`config.mk`:
```
export PLATFORM = sky130hd
export DESIGN_NAME = fdc_recmode_regs
export DESIGN_NICKNAME = d
export VERILOG_FILES = /design/src/rtl/fdc_rm_pkg.sv /design/src/rtl/fdc_perp_regs.sv /design/src/rtl/fdc_lock_cfg.sv /design/src/rtl/fdc_gap_select.sv /design/src/rtl/fdc_recmode_regs.sv
export SDC_FILE = /design/constraint.sdc
export NUM_CORES = 1
export LEC_CHECK = 0
export BUFFER_PORTS_ARGS = -buffer_cell sky130_fd_sc_hd__buf_2
export CORE_ASPECT_RATIO = 1.25
export CORE_MARGIN = 5
export CORE_UTILIZATION = 40
export CTS_CLUSTER_DIAMETER = 100
export DETAILED_ROUTE_END_ITERATION = 8
export PLACE_DENSITY = 0.88
export SYNTH_ARGS = -nofsm -noshare
export SYNTH_HDL_FRONTEND = slang
export SYNTH_SLANG_ARGS = --single-unit
```
`constraint.sdc`:
```
create_clock -name clk -period 1.9 [get_ports clk]
set_clock_uncertainty 0.15 [all_clocks]
set_input_delay 0.095 -clock clk [delete_from_list [all_inputs] [get_ports clk]]
set_output_delay 0.095 -clock clk [all_outputs]
set_load 0.01 [all_outputs]
```
`src/rtl/fdc_rm_pkg.sv`:
```
package fdc_rm_pkg;

    // Kind of reset seen at a clock edge; hardware outranks software.
    typedef enum logic [1:0] {
        RST_NONE = 2'd0,
        RST_SOFT = 2'd1,
        RST_HARD = 2'd2
    } rst_kind_e;

    // Global recording mode, bit 1 = 1 Mbps perpendicular, bit 0 = 500 Kbps.
    typedef enum logic [1:0] {
        MODE_CONV = 2'b00,
        MODE_P500 = 2'b01,
        MODE_RSVD = 2'b10,
        MODE_P1M  = 2'b11
    } recmode_e;

    localparam logic [1:0]  RATE_1MBPS    = 2'b11;
    localparam int unsigned FMT_GAP2_STD  = 22;
    localparam int unsigned FMT_GAP2_FAST = 41;
    localparam int unsigned WR_GAP2_STD   = 19;
    localparam int unsigned WR_GAP2_FAST  = 38;

    function automatic rst_kind_e classify_reset(input logic hw, input logic sw);
        if (hw) begin
            return RST_HARD;
        end
        if (sw) begin
            return RST_SOFT;
        end
        return RST_NONE;
    endfunction

endpackage

```
`src/rtl/fdc_perp_regs.sv`:
```
module fdc_perp_regs
    import fdc_rm_pkg::*;
#(
    parameter int unsigned NUM_DRV = 4
) (
    input  logic               clk,
    input  rst_kind_e          rst_kind,
    input  logic               wr_en,
    input  logic [1:0]         mode_in,
    input  logic               upd_en,
    input  logic [NUM_DRV-1:0] drv_in,
    output logic [1:0]         mode_q,
    output logic [NUM_DRV-1:0] drv_q
);

    // Global mode: cleared by either reset kind.
    always_ff @(posedge clk) begin
        unique case (rst_kind)
            RST_HARD: mode_q <= '0;
            RST_SOFT: mode_q <= '0;
            RST_NONE: begin
                if (wr_en) begin
                    mode_q <= mode_in;
                end
            end
            default:  mode_q <= mode_q;
        endcase
    end

    // Per-drive bits: only a hardware reset clears them.
    for (genvar g = 0; g < NUM_DRV; g++) begin : g_drv
        logic bit_q;
        always_ff @(posedge clk) begin
            if (rst_kind == RST_HARD) begin
                bit_q <= 1'b0;
            end else if (rst_kind == RST_NONE && wr_en && upd_en) begin
                bit_q <= drv_in[g];
            end
        end
        assign drv_q[g] = bit_q;
    end

    p_hw_clear_r1: assert property (@(posedge clk) disable iff (rst_kind == RST_HARD)
        $past(rst_kind == RST_HARD) |-> (mode_q == 2'b00 && drv_q == '0));

    p_mode_load_r2: assert property (@(posedge clk) disable iff (rst_kind == RST_HARD)
        (rst_kind == RST_NONE && wr_en) |=> (mode_q == $past(mode_in)));

    p_ow_guard_r2: assert property (@(posedge clk) disable iff (rst_kind == RST_HARD)
        (rst_kind == RST_NONE && wr_en && !upd_en) |=> $stable(drv_q));

    p_sw_clear_r3: assert property (@(posedge clk) disable iff (rst_kind == RST_HARD)
        (rst_kind == RST_SOFT) |=> (mode_q == 2'b00 && $stable(drv_q)));

endmodule

```
`src/rtl/fdc_lock_cfg.sv`:
```
module fdc_lock_cfg
    import fdc_rm_pkg::*;
#(
    parameter int unsigned THR_W = 4,
    parameter int unsigned TRK_W = 8
) (
    input  logic             clk,
    input  rst_kind_e        rst_kind,
    input  logic             lock_wr,
    input  logic             lock_in,
    input  logic             cfg_wr,
    input  logic             cfg_fifo_off,
    input  logic [THR_W-1:0] cfg_thr,
    input  logic [TRK_W-1:0] cfg_trk,
    output logic             lock_q,
    output logic             fifo_off_q,
    output logic [THR_W-1:0] thr_q,
    output logic [TRK_W-1:0] trk_q
);

    localparam logic             DEF_FIFO_OFF = 1'b1;
    localparam logic [THR_W-1:0] DEF_THR      = '0;
    localparam logic [TRK_W-1:0] DEF_TRK      = '0;

    always_ff @(posedge clk) begin
        unique case (rst_kind)
            RST_HARD: begin
                lock_q     <= 1'b0;
                fifo_off_q <= DEF_FIFO_OFF;
                thr_q      <= DEF_THR;
                trk_q      <= DEF_TRK;
            end
            RST_SOFT: begin
                if (!lock_q) begin
                    fifo_off_q <= DEF_FIFO_OFF;
                    thr_q      <= DEF_THR;
                    trk_q      <= DEF_TRK;
                end
            end
            default: begin
                if (lock_wr) begin
                    lock_q <= lock_in;
                end
                if (cfg_wr) begin
                    fifo_off_q <= cfg_fifo_off;
                    thr_q      <= cfg_thr;
                    trk_q      <= cfg_trk;
                end
            end
        endcase
    end

    p_hw_default_r1: assert property (@(posedge clk) disable iff (rst_kind == RST_HARD)
        $past(rst_kind == RST_HARD) |->
            (!lock_q && fifo_off_q && thr_q == '0 && trk_q == '0));

    p_locked_keep_r4: assert property (@(posedge clk) disable iff (rst_kind == RST_HARD)
        (rst_kind == RST_SOFT && lock_q) |=>
            ($stable({fifo_off_q, thr_q, trk_q}) && lock_q));

    p_unlocked_default_r4: assert property (@(posedge clk) disable iff (rst_kind == RST_HARD)
        (rst_kind == RST_SOFT && !lock_q) |=>
            (fifo_off_q && thr_q == '0 && trk_q == '0 && !lock_q));

    p_lock_load_r5: assert property (@(posedge clk) disable iff (rst_kind == RST_HARD)
        (rst_kind == RST_NONE && lock_wr) |=> (lock_q == $past(lock_in)));

    p_cfg_load_r5: assert property (@(posedge clk) disable iff (rst_kind == RST_HARD)
        (rst_kind == RST_NONE && cfg_wr) |=>
            ({fifo_off_q, thr_q, trk_q} == $past({cfg_fifo_off, cfg_thr, cfg_trk})));

endmodule

```
`src/rtl/fdc_gap_select.sv`:
```
module fdc_gap_select
    import fdc_rm_pkg::*;
#(
    parameter int unsigned NUM_DRV = 4,
    parameter int unsigned SEL_W   = 2,
    parameter int unsigned PC_W    = 3,
    parameter int unsigned GAP_W   = 6
) (
    input  logic [1:0]         mode_q,
    input  logic [NUM_DRV-1:0] drv_q,
    input  logic [SEL_W-1:0]   drv_sel,
    input  logic [1:0]         rate_sel,
    input  logic [PC_W-1:0]    precomp_in,
    output logic               sel_perp,
    output logic [GAP_W-1:0]   fmt_gap2,
    output logic [GAP_W-1:0]   wr_gap2,
    output logic [PC_W-1:0]    precomp_out
);

    recmode_e mode;
    logic     fast;

    assign mode = recmode_e'(mode_q);

    // Decide whether the selected drive records perpendicularly, and at which rate.
    always_comb begin
        sel_perp = 1'b0;
        fast     = 1'b0;
        unique case (mode)
            MODE_CONV: begin
                sel_perp = drv_q[drv_sel];
                fast     = (rate_sel == RATE_1MBPS);
            end
            MODE_P500: begin
                sel_perp = 1'b1;
                fast     = 1'b0;
            end
            MODE_RSVD: begin
                sel_perp = 1'b0;
                fast     = 1'b0;
            end
            MODE_P1M: begin
                sel_perp = 1'b1;
                fast     = 1'b1;
            end
            default: begin
                sel_perp = 1'b0;
                fast     = 1'b0;
            end
        endcase
    end

    always_comb begin
        if (sel_perp && fast) begin
            fmt_gap2 = GAP_W'(FMT_GAP2_FAST);
            wr_gap2  = GAP_W'(WR_GAP2_FAST);
        end else if (sel_perp) begin
            fmt_gap2 = GAP_W'(FMT_GAP2_STD);
            wr_gap2  = GAP_W'(WR_GAP2_STD);
        end else begin
            fmt_gap2 = GAP_W'(FMT_GAP2_STD);
            wr_gap2  = '0;
        end
        precomp_out = sel_perp ? '0 : precomp_in;
    end

endmodule

```
`src/rtl/fdc_recmode_regs.sv`:
```
module fdc_recmode_regs
    import fdc_rm_pkg::*;
#(
    parameter int unsigned NUM_DRV = 4,
    parameter int unsigned THR_W   = 4,
    parameter int unsigned TRK_W   = 8,
    parameter int unsigned PC_W    = 3,
    parameter int unsigned GAP_W   = 6,
    localparam int unsigned SEL_W  = (NUM_DRV > 1) ? $clog2(NUM_DRV) : 1
) (
    input  logic               clk,
    input  logic               hw_rst,
    input  logic               sw_rst,
    input  logic               mode_wr,
    input  logic [1:0]         mode_in,
    input  logic               drv_upd_en,
    input  logic [NUM_DRV-1:0] drv_perp_in,
    input  logic               lock_wr,
    input  logic               lock_in,
    input  logic               cfg_wr,
    input  logic               cfg_fifo_off,
    input  logic [THR_W-1:0]   cfg_fifo_thr,
    input  logic [TRK_W-1:0]   cfg_pc_trk,
    input  logic [SEL_W-1:0]   drv_sel,
    input  logic [1:0]         rate_sel,
    input  logic [PC_W-1:0]    precomp_in,
    output logic [1:0]         rec_mode_q,
    output logic [NUM_DRV-1:0] drv_perp_q,
    output logic               lock_q,
    output logic               fifo_off_q,
    output logic [THR_W-1:0]   fifo_thr_q,
    output logic [TRK_W-1:0]   pc_trk_q,
    output logic               sel_perp,
    output logic [GAP_W-1:0]   fmt_gap2,
    output logic [GAP_W-1:0]   wr_gap2,
    output logic [PC_W-1:0]    precomp_out
);

    rst_kind_e rst_kind;

    // Hardware reset has priority over software reset.
    assign rst_kind = classify_reset(hw_rst, sw_rst);

    fdc_perp_regs #(
        .NUM_DRV (NUM_DRV)
    ) u_perp (
        .clk      (clk),
        .rst_kind (rst_kind),
        .wr_en    (mode_wr),
        .mode_in  (mode_in),
        .upd_en   (drv_upd_en),
        .drv_in   (drv_perp_in),
        .mode_q   (rec_mode_q),
        .drv_q    (drv_perp_q)
    );

    fdc_lock_cfg #(
        .THR_W (THR_W),
        .TRK_W (TRK_W)
    ) u_lock (
        .clk          (clk),
        .rst_kind     (rst_kind),
        .lock_wr      (lock_wr),
        .lock_in      (lock_in),
        .cfg_wr       (cfg_wr),
        .cfg_fifo_off (cfg_fifo_off),
        .cfg_thr      (cfg_fifo_thr),
        .cfg_trk      (cfg_pc_trk),
        .lock_q       (lock_q),
        .fifo_off_q   (fifo_off_q),
        .thr_q        (fifo_thr_q),
        .trk_q        (pc_trk_q)
    );

    fdc_gap_select #(
        .NUM_DRV (NUM_DRV),
        .SEL_W   (SEL_W),
        .PC_W    (PC_W),
        .GAP_W   (GAP_W)
    ) u_gap (
        .mode_q      (rec_mode_q),
        .drv_q       (drv_perp_q),
        .drv_sel     (drv_sel),
        .rate_sel    (rate_sel),
        .precomp_in  (precomp_in),
        .sel_perp    (sel_perp),
        .fmt_gap2    (fmt_gap2),
        .wr_gap2     (wr_gap2),
        .precomp_out (precomp_out)
    );

    p_fast_perp_r6: assert property (@(posedge clk) disable iff (hw_rst)
        (rec_mode_q == 2'b11) |->
            (fmt_gap2 == GAP_W'(41) && wr_gap2 == GAP_W'(38) && sel_perp));

    p_slow_perp_r6: assert property (@(posedge clk) disable iff (hw_rst)
        (rec_mode_q == 2'b01) |->
            (fmt_gap2 == GAP_W'(22) && wr_gap2 == GAP_W'(19) && sel_perp));

    p_rsvd_conv_r6: assert property (@(posedge clk) disable iff (hw_rst)
        (rec_mode_q == 2'b10) |->
            (fmt_gap2 == GAP_W'(22) && wr_gap2 == '0 && precomp_out == precomp_in));

    p_drv_bit_r7: assert property (@(posedge clk) disable iff (hw_rst)
        (rec_mode_q == 2'b00 && drv_perp_q[drv_sel]) |->
            (wr_gap2 != '0 && precomp_out == '0));

    p_conv_precomp_r8: assert property (@(posedge clk) disable iff (hw_rst)
        (rec_mode_q == 2'b00 && !drv_perp_q[drv_sel]) |->
            (precomp_out == precomp_in && wr_gap2 == '0 && !sel_perp));

endmodule

```
==> results.toml, run 1 <==
[logic_synthesis]
ys_warn_count = 0
yosysMostFrequentCell = "and2_1"
synth-async-reset-ratio_pct = 0
syn_area_sq_um = 999.7
ys_top_cells_by_area = "edfxtp_1 (48%), and2_1 (11%), buf_4 (9.8%)"
ys_top_cells_by_count = "and2_1 (17), edfxtp_1 (16), buf_4 (13)"
ys_dominant_reg_cell = "edfxtp_1"
synth_cell_types = 23
synthCells = 83
ys_seq_elements = 20
synth_edf_count = 16
synth_top_area_share_pct = 48.06
yosys.area.top_type = "edfxtp_1"
syn_avg_cell_area_sq_um = 12.04
seq_area_frac_synth_pct = 56.07
syn_nets = 117

[sta]
period_needed_ns = 1.819
slew_violations = 0
finalCritPeriodShare_pct = 95.75
timing.setup.tns_ns = 0
worst_slack_ns = 0.08070
worst_pin_slew_ns = 0.6144
relSlewSlack_pct = 58.89
max_freq_mhz = 549.7
hold_violations = 0
rsz0062_at_grt = "false"
setup_viol = 0

[placed_design]
place_ws_ns = 0.3491
port_buffers = 68
place_inst = 169
routabilityCongestion = 0.7329
postPlaceCellArea_sq_mm = 0.001276
dp_hpwl_mm = 1.781

[global_routing]
gr-total-overflow = 0
antenna_found_initial = 0
grt_pass1_wl_mm = 4.022
grt_max_degree = 15
grt_pass1_vias = 947
track_usage_pct = 15.35

[drt]
wirelength_mm = 2.680
drt_iter0_markers = 16
drc = 0
drt-wirelength-per-cell_um = 13.33
first_pass_iters = 4
vias = 915
ant_nets = 0
vias_per_cell = 4.552

[min_path]
hp-start = "hw_rst"
holdPathStages = 2
hp-class = "in2reg"
holdPathEnd = "u_lock.lock_q$_SDFFCE_PP0P_"

[finish]
syn2layout_area_growth_pct = 59.07
fin_nets = 203
postLayoutCellArea_sq_mm = 0.001590
finalNonFillerCells = 201
drive_above_1_share_pct = 47.02
diodes = 0

[power_and_ir_drop]
comb_power_share_pct = 23.3
clkPwrFrac_pct = 21.7
irDropWorstVdd_v = 0.0005338
p_sw_w = 0.0002432
p_int_w = 0.0007090
swShare_pct = 25.54
p_seq_share_pct = 55.0
p_total_w = 0.0009522
cellPowerDensity_mw_per_mm2 = 598.8
p_leak_nw = 0.8077

[die]
dieArea_sq_mm = 0.003605
rows = 20
fp.dieH_um = 65.90
dieWidth_um = 54.72
start_util_pct = 41.19
core_area_sq_mm = 0.002427
ios = 70

[clock_network]
htree_levels = 1
clk_path_buf_depth = 2
clock_latency_ns = 0.29
clk_pin_slew_ns = 0.11
cts-root-buf = "clkbuf_4"
cts_buffers = 3
cts_tree = "built"
clock-sinks = 20

[setup_path]
arrival_ns = 1.57
path_max_fanout = 3
critPathBufInv = 1
critPathRequiredTime_ns = 1.65
endpoint_kind = "output port"
cp-start-kind = "flip-flop"
rrSetupSlack_ns = 0.38
slowest_delay_ns = 0.34
path_depth = 4
timing.rr.start = "u_lock.lock_q$_SDFFCE_PP0P_"
worstSetupPathType = "reg2out"
crit_chain = "mux2_4, a22o_2, a22oi_1, buf_2"
reg2reg_depth = 3
reg2reg_to = "u_lock.thr_q[3]$_SDFFCE_PP0P_"
crit_slowest_cell = "dfxtp_1"
crit_family = "compound AO/OA/AOI/OAI gates"

[run]
cap_violations = 0

[outcome]
status = "completed"
==> area by class of cell <==
cell class | instances | area, sq um
fill | 195 | 837.1
timing repair buffer | 96 | 618.1
sequential | 20 | 560.5
multi-input combinational | 46 | 336.6
tap | 33 | 41.29
clock buffer | 4 | 26.28
inverter | 2 | 7.507
==> per-stage QoR <==
step	utilization, %	hold slack [ns]
2_1_floorplan	-	0.08894
3_3_place_gp	52.58	0.1780
3_5_place_dp	52.58	0.1849
4_1_cts	64.79	0.02629
5_1_grt	65.52	0.06439
6_report	65.52	0.04392
==> routing by layer <==
layer  up-vias  track usage, %  share of wire [%]
met3         8           4.966                 12
met1       411           14.96                 33
met5         -               0                  0
li1        440               -                  -
met4         0           5.607                2.1
met2        56           28.40                 53
==> registers in the layout, summed over array words and instances (netlist names) <==
signal              count
u_lock.thr_q            4
u_lock.fifo_off_q       1
u_perp.g_drv.bit_q      4
u_perp.mode_q           2
u_lock.lock_q           1
u_lock.trk_q            8
==> power groups by stage <==
stage | clock network (W) | logic [W] | registers (W)
2_1_floorplan | 0 | 0.0000868 | 0.000546
3_3_place_gp | 0 | 0.000172 | 0.000530
3_5_place_dp | 0 | 0.000176 | 0.000532
4_1_cts | 0.000204 | 0.000216 | 0.000522
5_1_grt | 0.000225 | 0.000243 | 0.000527
6_report | 0.000207 | 0.000222 | 0.000523
==> worst reg2reg max path, stage by stage (launching register included) <==
cell and delay [ns]:
edfxtp_1 0.41, nand2_1 0.07, o21ai_0 0.10, nand2b_1 0.44
==> worst max path at each step <==
stage / startpoint / end / slack [ns]
after floorplan: u_perp.mode_q[1]$_SDFFCE_PP0P_ / wr_gap2[4] / 0.19
after global placement: u_perp.mode_q[1]$_SDFFCE_PP0P_ / wr_gap2[0] / 0.40
after detailed placement: u_perp.mode_q[1]$_SDFFCE_PP0P_ / wr_gap2[4] / 0.35
after CTS: u_perp.mode_q[1]$_SDFFCE_PP0P_ / wr_gap2[4] / 0.02
after global routing: u_perp.mode_q[1]$_SDFFCE_PP0P_ / fmt_gap2[3] / 0.01
final: u_perp.g_drv[0].bit_q$_SDFFE_PP0P_ / fmt_gap2[1] / 0.08
==> timing repair <==
item,CTS,global route
hold buffers,27,0
setup buffers,0,1
resized for setup,0,3
setup endpoints to repair,0,10
hold endpoints to repair,23,0
==> placed cells by master (no fill, tap or decap) <==
master,count
buf_2,68
dlygate4sd3_1,27
and2_1,17
edfxtp_1,16
nor2_1,5
mux2i_1,4
dfxtp_1,4
clkbuf_4,3
mux2_4,2
inv_1,2
nand2_1,2
or3_1,2
nor2_2,1
nor2b_2,1
a221oi_4,1
a22o_2,1
nor3_2,1
a22o_1,1
a211oi_1,1
a22oi_1,1
a21o_1,1
o21ai_0,1
nand2b_1,1
nor2b_1,1
nand3b_1,1
conb_1,1
clkbuf_1,1
buf_4,1
==> kinds of logic after synthesis <==
kind of cell	count (synthesis)	synth area share, %
compound gates	7	7.260
buf+inv	17	11.26
flops	20	56.07
mux	6	7.009
other cells	1	0.3751
simple gates	32	18.02
No activity file was read; power rests on OpenSTA's default activity.
==> inputs of run 2 (changes only) <==
CORE_MARGIN = 2   (was 5)
==> run 2 against run 1 <==
Fmax decreased by 0.21%. Via count decreased by 0.87%. Clock-buffer cell count shrank 1. Critical path depth is 1 lower. Final cell count is 0.50% lower. Combinational power about the same. Routed wire length decreased by 9.2%. Highest routed layer unchanged.
==> results.toml, run 2 (synthesis gave the netlist of run 1 again) <==
[outcome]
status = "completed"

[drt]
ant_nets = 0
vias_per_cell = 4.535
vias = 907
drc = 0
first_pass_iters = 3
drt-wirelength-per-cell_um = 12.17
drt_iter0_markers = 7
wirelength_mm = 2.433

[setup_path]
critPathRequiredTime_ns = 1.65
rrSetupSlack_ns = 0.39
timing.rr.start = "u_lock.lock_q$_SDFFCE_PP0P_"
worstSetupPathType = "reg2out"
reg2reg_depth = 3
path_max_fanout = 7
arrival_ns = 1.58
reg2reg_to = "u_lock.fifo_off_q$_SDFFCE_PP1P_"
endpoint_kind = "output port"
cp-start-kind = "flip-flop"

[min_path]
holdPathStages = 2
holdPathEnd = "u_lock.lock_q$_SDFFCE_PP0P_"
hp-class = "in2reg"
hp-start = "hw_rst"

[global_routing]
track_usage_pct = 17.49
grt_pass1_vias = 905
antenna_found_initial = 0
gr-total-overflow = 0
grt_max_degree = 15
grt_pass1_wl_mm = 3.870

[power_and_ir_drop]
comb_power_share_pct = 23.1
clkPwrFrac_pct = 21.4
irDropWorstVdd_v = 0.0005272
p_leak_nw = 0.8054
cellPowerDensity_mw_per_mm2 = 595.5
p_seq_share_pct = 55.5
p_sw_w = 0.0002418
swShare_pct = 25.57
p_int_w = 0.0007038
p_total_w = 0.0009456

[finish]
diodes = 0
top_register = "u_lock.trk_q"
largest_reg_flops = 8
final_cell_mix = "buf_2 (68), dlygate4sd3_1 (27), and2_1 (17)"
syn2layout_area_growth_pct = 58.82
postLayoutCellArea_sq_mm = 0.001588
layout_commonest_cell = "buf_2"
fin_nets = 202
final_util_pct = 66.09
largest_registers = "u_lock.trk_q x8, u_lock.thr_q x4, u_perp.g_drv.bit_q x4"
drive_above_1_share_pct = 46.11

[sta]
timing.setup.tns_ns = 0
hold_violations = 0
setup_viol = 0
max_freq_mhz = 548.5
slew_violations = 0
relSlewSlack_pct = 59.16
period_needed_ns = 1.823
worst_pin_slew_ns = 0.6104
rsz0062_at_grt = "true"
finalCritPeriodShare_pct = 95.95

[placed_design]
port_buffers = 68
routabilityCongestion = 0.6644
postPlaceCellArea_sq_mm = 0.001276
dp_hpwl_mm = 1.634

[die]
rows = 20
core_area_sq_mm = 0.002402
dieArea_sq_mm = 0.002918
dieWidth_um = 48.72
start_util_pct = 41.61
fp.dieH_um = 59.90
ios = 70

[clock_network]
cts_buffers = 3
clock-sinks = 20
clock_latency_ns = 0.30
cts-root-buf = "clkbuf_4"
clk_pin_slew_ns = 0.10
clk_path_buf_depth = 2
htree_levels = 1
cts_tree = "built"

[run]
cap_violations = 0
run 2: changes by cell type in the layout (fill, tap and decap cells not counted):
cell and change:
clkbuf_1 -1, nor2b_4 +1, nor3_1 +1, nor3_2 -1
nor2b_2 -1, clkinv_1 +1, nor2_4 +1, buf_4 -1
nor2_2 -1
run 2: power groups by stage:
stage                     clock (W)  sequential [W]  combinational, W
after floorplan                   0        0.000546         0.0000868
after global placement            0        0.000530          0.000169
after detailed placement          0        0.000532          0.000175
after CTS                  0.000205        0.000522          0.000214
after global routing       0.000232        0.000528          0.000238
final                      0.000202        0.000525          0.000219
run 2: repair_timing:
action | CTS | global route
endpoints found under the hold margin | 23 | 0
hold buffers | 27 | 0
endpoints found under the setup margin | 0 | 11
buffers inserted | 0 | 0
resized for setup | 0 | 4
run 2: layout make-up:
cell class / count / area [sq um]
Fill cell: 173 / 814.5
Timing Repair Buffer: 95 / 610.6
Sequential cell: 20 / 560.5
Multi-Input combinational cell: 46 / 341.6
Tap cell: 33 / 41.29
Clock buffer: 3 / 22.52
Inverter: 2 / 7.507
Clock inverter: 1 / 3.754
run 2: worst max-delay path by stage:
stage	start	depth (start not counted)	endpoint	slack (ns)
2_1_floorplan	u_perp.mode_q[1]$_SDFFCE_PP0P_	4	wr_gap2[4]	0.19
3_3_place_gp	u_perp.mode_q[1]$_SDFFCE_PP0P_	4	wr_gap2[4]	0.40
3_5_place_dp	u_perp.mode_q[1]$_SDFFCE_PP0P_	4	wr_gap2[0]	0.36
4_1_cts	u_perp.mode_q[1]$_SDFFCE_PP0P_	4	wr_gap2[0]	0.01
5_1_grt	u_perp.mode_q[1]$_SDFFCE_PP0P_	3	wr_gap2[2]	-0.03
6_report	u_perp.mode_q[1]$_SDFFCE_PP0P_	3	wr_gap2[5]	0.08
run 2: per-layer routing:
metal / global-route usage (%) / vias up / routed length, um
li1: - / 441 / -
met5: 0 / - / 0
met2: 37.18 / 51 / 1432
met4: 6.122 / 0 / 34
met1: 16.45 / 413 / 782
met3: 3.250 / 2 / 183
run 2: worst max-delay path, stage by stage (launching register included):
cell and delay, ns:
edfxtp_1 0.54, nor3_1 0.36, a22o_1 0.24, buf_2 0.15
run 2: stage by stage:
step / cells / setup WS (ns) / hold WS [ns]
after floorplan: 83 / 0.1940 / 0.08894
after global placement: 169 / 0.4017 / 0.1768
after detailed placement: 169 / 0.3601 / 0.1840
after CTS: 200 / 0.01437 / 0.01790
after global routing: 200 / -0.02934 / 0.03394
final: 200 / 0.07695 / 0.01785
